===== src/rtl/i2c_regwr_pkg.sv =====
package i2c_regwr_pkg;
    typedef enum logic [2:0] {
        ST_IDLE,
        ST_ADDR,
        ST_ADDR_ACK,
        ST_SUB,
        ST_SUB_ACK,
        ST_DATA,
        ST_DATA_ACK,
        ST_IGNORE
    } tgt_state_t;

    localparam logic [4:0] DEV_PREFIX = 5'b00100;
endpackage


===== src/rtl/i2c_line_filter.sv =====
module i2c_line_filter #(
    parameter int FILT_LEN = 3
) (
    input  logic clk,
    input  logic rst_n,
    input  logic line_i,
    output logic line_o
);
    localparam int CW = $clog2(FILT_LEN + 1);

    logic [1:0]    sync_q;
    logic [CW-1:0] cnt_q;

    always_ff @(posedge clk or negedge rst_n) begin
        if (!rst_n) begin
            sync_q <= 2'b11;
            cnt_q  <= '0;
            line_o <= 1'b1;
        end else begin
            sync_q <= {sync_q[0], line_i};
            if (sync_q[1] == line_o) begin
                cnt_q <= '0;
            end else if (cnt_q == CW'(FILT_LEN - 1)) begin
                cnt_q  <= '0;
                line_o <= sync_q[1];
            end else begin
                cnt_q <= cnt_q + 1'b1;
            end
        end
    end

    AST_FILTER_FOLLOWS: assert property (@(posedge clk) disable iff (!rst_n)
        !$stable(line_o) |-> line_o == $past(sync_q[1]));
endmodule


===== src/rtl/i2c_cond_detect.sv =====
module i2c_cond_detect (
    input  logic clk,
    input  logic rst_n,
    input  logic scl_f,
    input  logic sda_f,
    output logic start_o,
    output logic stop_o,
    output logic scl_rise_o,
    output logic scl_fall_o
);
    logic scl_p, sda_p;

    always_ff @(posedge clk or negedge rst_n) begin
        if (!rst_n) begin
            scl_p <= 1'b1;
            sda_p <= 1'b1;
        end else begin
            scl_p <= scl_f;
            sda_p <= sda_f;
        end
    end

    always_comb begin
        start_o    = scl_f & scl_p & sda_p & ~sda_f;
        stop_o     = scl_f & scl_p & ~sda_p & sda_f;
        scl_rise_o = scl_f & ~scl_p;
        scl_fall_o = ~scl_f & scl_p;
    end

    AST_EVENTS_EXCLUSIVE: assert property (@(posedge clk) disable iff (!rst_n)
        $onehot0({start_o, stop_o, scl_rise_o, scl_fall_o}));
endmodule


===== src/rtl/i2c_reg_bank.sv =====
module i2c_reg_bank #(
    parameter int NREG  = 22,
    parameter int PTR_W = 5
) (
    input  logic              clk,
    input  logic              rst_n,
    input  logic              we,
    input  logic [PTR_W-1:0]  waddr,
    input  logic [7:0]        wdata,
    output logic [NREG*8-1:0] regs_o
);
    for (genvar g = 0; g < NREG; g++) begin : g_reg
        always_ff @(posedge clk or negedge rst_n) begin
            if (!rst_n) begin
                regs_o[g*8 +: 8] <= 8'h00;
            end else if (we && waddr == PTR_W'(g)) begin
                regs_o[g*8 +: 8] <= wdata;
            end
        end
    end

    AST_WRITE_ADDR_VALID: assert property (@(posedge clk) disable iff (!rst_n)
        we |-> waddr < PTR_W'(NREG));
endmodule


===== src/rtl/i2c_regwr_target.sv =====
module i2c_regwr_target
    import i2c_regwr_pkg::*;
#(
    parameter int NREG     = 22,
    parameter int SUB_W    = 5,
    parameter int FILT_LEN = 3
) (
    input  logic              clk,
    input  logic              rst_n,
    input  logic              scl_i,
    input  logic              sda_i,
    input  logic [1:0]        addr_pins,
    output logic              sda_oe,
    output logic [NREG*8-1:0] regs_o
);
    localparam logic [SUB_W-1:0] LAST_REG = SUB_W'(NREG - 1);

    logic scl_f, sda_f;
    logic start_ev, stop_ev, scl_rise, scl_fall;

    i2c_line_filter #(.FILT_LEN(FILT_LEN)) u_scl_filt (
        .clk(clk), .rst_n(rst_n), .line_i(scl_i), .line_o(scl_f));
    i2c_line_filter #(.FILT_LEN(FILT_LEN)) u_sda_filt (
        .clk(clk), .rst_n(rst_n), .line_i(sda_i), .line_o(sda_f));

    i2c_cond_detect u_cond (
        .clk(clk), .rst_n(rst_n), .scl_f(scl_f), .sda_f(sda_f),
        .start_o(start_ev), .stop_o(stop_ev),
        .scl_rise_o(scl_rise), .scl_fall_o(scl_fall));

    tgt_state_t       state_q, state_d;
    logic [3:0]       bit_cnt;
    logic [7:0]       shreg;
    logic             rw_q;
    logic [SUB_W-1:0] ptr_q;
    logic             byte_done;
    logic             addr_match;
    logic             receiving;
    logic             we;

    always_comb begin
        byte_done  = scl_fall && (bit_cnt == 4'd8);
        addr_match = (shreg[7:1] == {DEV_PREFIX, addr_pins});
        receiving  = (state_q == ST_ADDR) || (state_q == ST_SUB) || (state_q == ST_DATA);
    end

    // state register
    always_ff @(posedge clk or negedge rst_n) begin
        if (!rst_n) state_q <= ST_IDLE;
        else        state_q <= state_d;
    end

    // next-state logic
    always_comb begin
        state_d = state_q;
        if (stop_ev) begin
            state_d = ST_IDLE;
        end else if (start_ev) begin
            state_d = ST_ADDR;
        end else begin
            unique case (state_q)
                ST_IDLE:     state_d = ST_IDLE;
                ST_ADDR:     if (byte_done) state_d = addr_match ? ST_ADDR_ACK : ST_IGNORE;
                ST_ADDR_ACK: if (scl_fall)  state_d = rw_q ? ST_IGNORE : ST_SUB;
                ST_SUB:      if (byte_done) state_d = ST_SUB_ACK;
                ST_SUB_ACK:  if (scl_fall)  state_d = ST_DATA;
                ST_DATA:     if (byte_done) state_d = ST_DATA_ACK;
                ST_DATA_ACK: if (scl_fall)  state_d = ST_DATA;
                ST_IGNORE:   state_d = ST_IGNORE;
                default:     state_d = ST_IDLE;
            endcase
        end
    end

    // datapath: bit counter, shifter, direction, pointer
    always_ff @(posedge clk or negedge rst_n) begin
        if (!rst_n) begin
            bit_cnt <= '0;
            shreg   <= '0;
            rw_q    <= 1'b0;
            ptr_q   <= '0;
        end else if (start_ev || stop_ev) begin
            bit_cnt <= '0;
        end else if (receiving) begin
            if (scl_rise) begin
                shreg   <= {shreg[6:0], sda_f};
                bit_cnt <= bit_cnt + 1'b1;
            end else if (byte_done) begin
                bit_cnt <= '0;
                unique case (state_q)
                    ST_ADDR: rw_q  <= shreg[0];
                    ST_SUB:  ptr_q <= shreg[SUB_W-1:0];
                    ST_DATA: ptr_q <= (ptr_q >= LAST_REG) ? '0 : ptr_q + 1'b1;
                    default: ;
                endcase
            end
        end
    end

    // outputs
    always_comb begin
        sda_oe = (state_q == ST_ADDR_ACK) || (state_q == ST_SUB_ACK) ||
                 (state_q == ST_DATA_ACK);
        we     = (state_q == ST_DATA) && byte_done && !start_ev && !stop_ev &&
                 (ptr_q <= LAST_REG);
    end

    i2c_reg_bank #(.NREG(NREG), .PTR_W(SUB_W)) u_bank (
        .clk(clk), .rst_n(rst_n), .we(we), .waddr(ptr_q), .wdata(shreg),
        .regs_o(regs_o));

    AST_ACK_EDGE_SCL_LOW: assert property (@(posedge clk) disable iff (!rst_n)
        !$stable(sda_oe) |-> !scl_f);
    AST_WRITE_ON_SCL_LOW: assert property (@(posedge clk) disable iff (!rst_n)
        we |-> !scl_f && bit_cnt == 4'd8);
    AST_PTR_WRAP: assert property (@(posedge clk) disable iff (!rst_n)
        we && ptr_q == LAST_REG |=> ptr_q == '0);
    AST_START_CLEARS_BITS: assert property (@(posedge clk) disable iff (!rst_n)
        start_ev |=> bit_cnt == 4'd0 && state_q == ST_ADDR);
endmodule


===== config.mk =====
export PLATFORM = sky130hd
export DESIGN_NAME = i2c_regwr_target
export DESIGN_NICKNAME = d
export VERILOG_FILES = /design/src/rtl/i2c_regwr_pkg.sv /design/src/rtl/i2c_line_filter.sv /design/src/rtl/i2c_cond_detect.sv /design/src/rtl/i2c_reg_bank.sv /design/src/rtl/i2c_regwr_target.sv
export SDC_FILE = /design/constraint.sdc
export NUM_CORES = 1
export LEC_CHECK = 0
export BUFFER_PORTS_ARGS = -buffer_cell sky130_fd_sc_hd__buf_2
export CAP_MARGIN = 20
export CELL_PAD_IN_SITES_DETAIL_PLACEMENT = 1
export CELL_PAD_IN_SITES_GLOBAL_PLACEMENT = 1
export CORE_MARGIN = 2
export CORE_UTILIZATION = 35
export DETAILED_ROUTE_END_ITERATION = 16
export PLACE_DENSITY_LB_ADDON = 0.3
export SLEW_MARGIN = 20
export SYNTH_ARGS = -nofsm -noshare
export SYNTH_HDL_FRONTEND = slang
export SYNTH_SLANG_ARGS = --single-unit
export TNS_END_PERCENT = 100

===== constraint.sdc =====
create_clock -name clk -period 2.2 [get_ports clk]
set_input_delay 0.55 -clock clk [delete_from_list [all_inputs] [get_ports clk]]
set_output_delay 0.55 -clock clk [all_outputs]
set_load 0.03 [all_outputs]

==> flow_summary.ini <==
[yosys]
synthTopCellsByCount = dfrtp_1, mux2_2, clkbuf_1
yosysUniqueCellTypes = 57
synth-edff-count = 0
synth_most_common_cell = dfrtp_1
synth_warnings = 0
synth_top_area_share_pct = 58.8
synth_seq_cells = 209
avgSynthCellArea_um2 = 15.0
synthTopCellsByArea = dfrtp_1, mux2_2, dfstp_2, nor3_4, ha_1
synth_area_leader_cell = dfrtp_1
synth_top_flop_cell = dfrtp_1
seq_area_frac_synth_pct = 61.2
ys_async_sr_fraction_pct = 100
synth_nets = 583
syn_area_mm2 = 0.00856
synth_cells = 570

[power_and_ir_drop]
leakagePower_nw = 5.92
seq_power_share_pct = 46.0
pwr-share-comb_pct = 14.2
pwr_density_cell_mw_per_mm2 = 845
p_int_mw = 6.69
netSwitchingFraction_pct = 27.5
power_mw = 9.22
peakVddDrop_mv = 0.496
p_sw_mw = 2.54
clockPowerShare_pct = 39.8

[sta]
worstMarginPinSlew_ns = 0.531
fin_worst_skew_ns = 0.0105
relSlewSlack_pct = 64.6
fmax_ghz = 0.479
rsz0062_at_grt = no
slew_viol_final = 0
setup_viol = 0
holdWs_ns = 0.155
finalHoldViolations = 0
fin_crit_sh_pct = 94.9
fin_crit_ns = 2.09

[cells_and_area]
nets = 809
final_area_mm2 = 0.0109
syn_to_final_growth_pct = 27.6
stdcell_count = 1132
drive_gt1_share_pct = 59.9
n_antenna_cell = 0

[placement]
gp_congestion = 0.803
dpl_cell_area_mm2 = 0.0101
dp_hpwl_um = 16300
io_buffers = 182
placedCellCount = 1091

[clock_network]
clockRootBuffer = clkbuf_16
cts.sink_count = 209
max-clock-path-buffers = 3
cts_made_buffers = 23
htree_levels = 1
cts_tree = done
path_clk_slew_ns = 0.06
clock_latency_ns = 0.50

[global_route]
antenna_found_initial = 0
grt_pass1_vias = 6293
grt_pass1_wl_um = 37600
gr-total-overflow = 0
grt.total_usage_pct = 18.6
grt_max_degree = 55

[route]
wl_per_cell_um = 20.7
ant_nets = 0
drtIter0Drc = 202
drc = 0
drtPass1Iterations = 4
vias = 5612
routed_via_density = 4.96
routed_wl_um = 23500

[floorplan]
initial_core_util_pct = 35.4
die_area_mm2 = 0.0257
io_pins = 183
die_w_um = 160
num_rows = 57
core_area_mm2 = 0.0242
die_h_um = 160

[status]
status = finished clean

[min_path]
hp-class = primary input to register

[worst_setup_path]
cp-end-kind = primary output
critical_path.max_fanout = 10
crit_type = register to primary output
arrival_ns = 1.54
start_kind = register
required_ns = 1.65

[job]
maxCapViolCount = 0
## cells by family after synthesis
logic type / share of synthesized area (%)
compound gates: 2.94
xor+xnor: 0.614
fa+ha+maj: 1.02
buf+inv: 2.12
flops: 61.2
mux: 24.7
simple gates: 7.35
## through the flow
| stage | utilization (%) | TNS (ns) | worst slack [ns] |
|---|---|---|---|
| 6_report | 45.2 | 0 | 0.111 |
| 3_3_place_gp | 41.9 | 0 | 0.0436 |
| 3_5_place_dp | 41.9 | -0.0295 | -0.0131 |
| 2_1_floorplan | - | 0 | 0.181 |
| 5_1_grt | 45.2 | 0 | 0.00239 |
| 4_1_cts | 45.1 | 0 | 0.0486 |
## placed cells by master (no fill, tap or decap), types with 2 or more instances in the layout
| cell type | synthesis | final |
|---|---|---|
| buf_2 | 5 | 181 |
| a21boi_0 | 2 | 2 |
| a31oi_1 | 3 | 3 |
| buf_12 | 1 | 6 |
| clkbuf_8 | 0 | 7 |
| buf_4 | 1 | 43 |
| nor2b_1 | 8 | 8 |
| nand4b_1 | 2 | 2 |
| nand3_1 | 10 | 10 |
| xor2_1 | 2 | 2 |
| nor2_4 | 0 | 2 |
| nor2_1 | 3 | 3 |
| nor3b_1 | 3 | 3 |
| nor4_4 | 2 | 2 |
| nand2_1 | 14 | 14 |
| nand2b_1 | 3 | 3 |
| a21oi_1 | 6 | 6 |
| nand4_1 | 4 | 4 |
| mux2_2 | 187 | 187 |
| nor4_1 | 2 | 2 |
| or2_2 | 2 | 2 |
| dfrtp_1 | 201 | 201 |
| o21ai_0 | 12 | 12 |
| ha_1 | 7 | 7 |
| nor3_1 | 5 | 4 |
| clkbuf_1 | 21 | 3 |
| and3_1 | 2 | 2 |
| xnor2_1 | 4 | 4 |
| nor3_4 | 9 | 9 |
| inv_1 | 8 | 8 |
| clkinv_2 | 0 | 4 |
| nor2_2 | 6 | 4 |
| dfstp_2 | 8 | 8 |
| clkbuf_16 | 0 | 23 |
## per-layer routing
layer / wire length (um) / up-vias / GRT usage (%)
li1: - / 2492 / -
met1: 10500 / 2915 / 24.9
met2: 11200 / 172 / 31.3
met3: 1320 / 33 / 3.74
met4: 395 / 0 / 4.30
met5: 0 / - / 0
## power by group through the flow
stage               logic [mW]  registers, mW  clock network (mW)
finish                    1.31           4.24                3.67
global route              1.42           4.28                3.97
global placement          1.25           4.30                   0
detailed placement        1.30           4.32                   0
floorplan                0.729           4.22                   0
CTS                       1.31           4.25                3.78
## path summary, 6_finish.rpt
path,startpoint,end,slack [ns],cells after the start
max,state_q[2],sda_oe,0.11,4
min,sda_i,u_sda_filt.sync_q[0],0.16,1
max reg2reg,u_cond.scl_p,u_bank.regs_o[114],0.12,6
min reg2reg,u_sda_filt.sync_q[0],u_sda_filt.sync_q[1],0.36,0
max in group asynchronous,rst_n,u_sda_filt.sync_q[0],0.95,3
min in group asynchronous,rst_n,u_bank.regs_o[36],0.56,2
## final cells by class
class | instances | area, um^2
Tap cell | 324 | 405
Clock inverter | 5 | 50.0
Fill cell | 2505 | 13300
Timing Repair Buffer | 232 | 1370
Sequential cell | 209 | 5240
Inverter | 8 | 30.0
Clock buffer | 32 | 669
Multi-Input combinational cell | 322 | 3150
## sequential cells by signal (all words and copies together) (netlist names)
| signal | count |
|---|---|
| u_sda_filt.line_o | 1 |
| u_cond.scl_p | 1 |
| u_scl_filt.cnt_q | 2 |
| u_bank.regs_o | 176 |
| shreg | 8 |
| u_scl_filt.sync_q | 2 |
| ptr_q | 5 |
| state_q | 3 |
| u_sda_filt.cnt_q | 2 |
| rw_q | 1 |
| bit_cnt | 4 |
| u_sda_filt.sync_q | 2 |
| u_cond.sda_p | 1 |
| u_scl_filt.line_o | 1 |
## critical path, stage by stage, from the launching register on
cell,delay [ns]
dfrtp_1,0.38
buf_4,0.17
nor2_1,0.22
nor2_1,0.08
buf_2,0.19
## timing repair
| action | 4_1_cts | 5_1_grt |
|---|---|---|
| hold endpoints to repair | 35 | 0 |
| cloned | 0 | 0 |
| setup buffers | 3 | 0 |
| setup endpoints to repair | 8 | 21 |
| resized for setup | 0 | 3 |
| hold buffers | 1 | 0 |
Power figures use the tool's default switching activity.
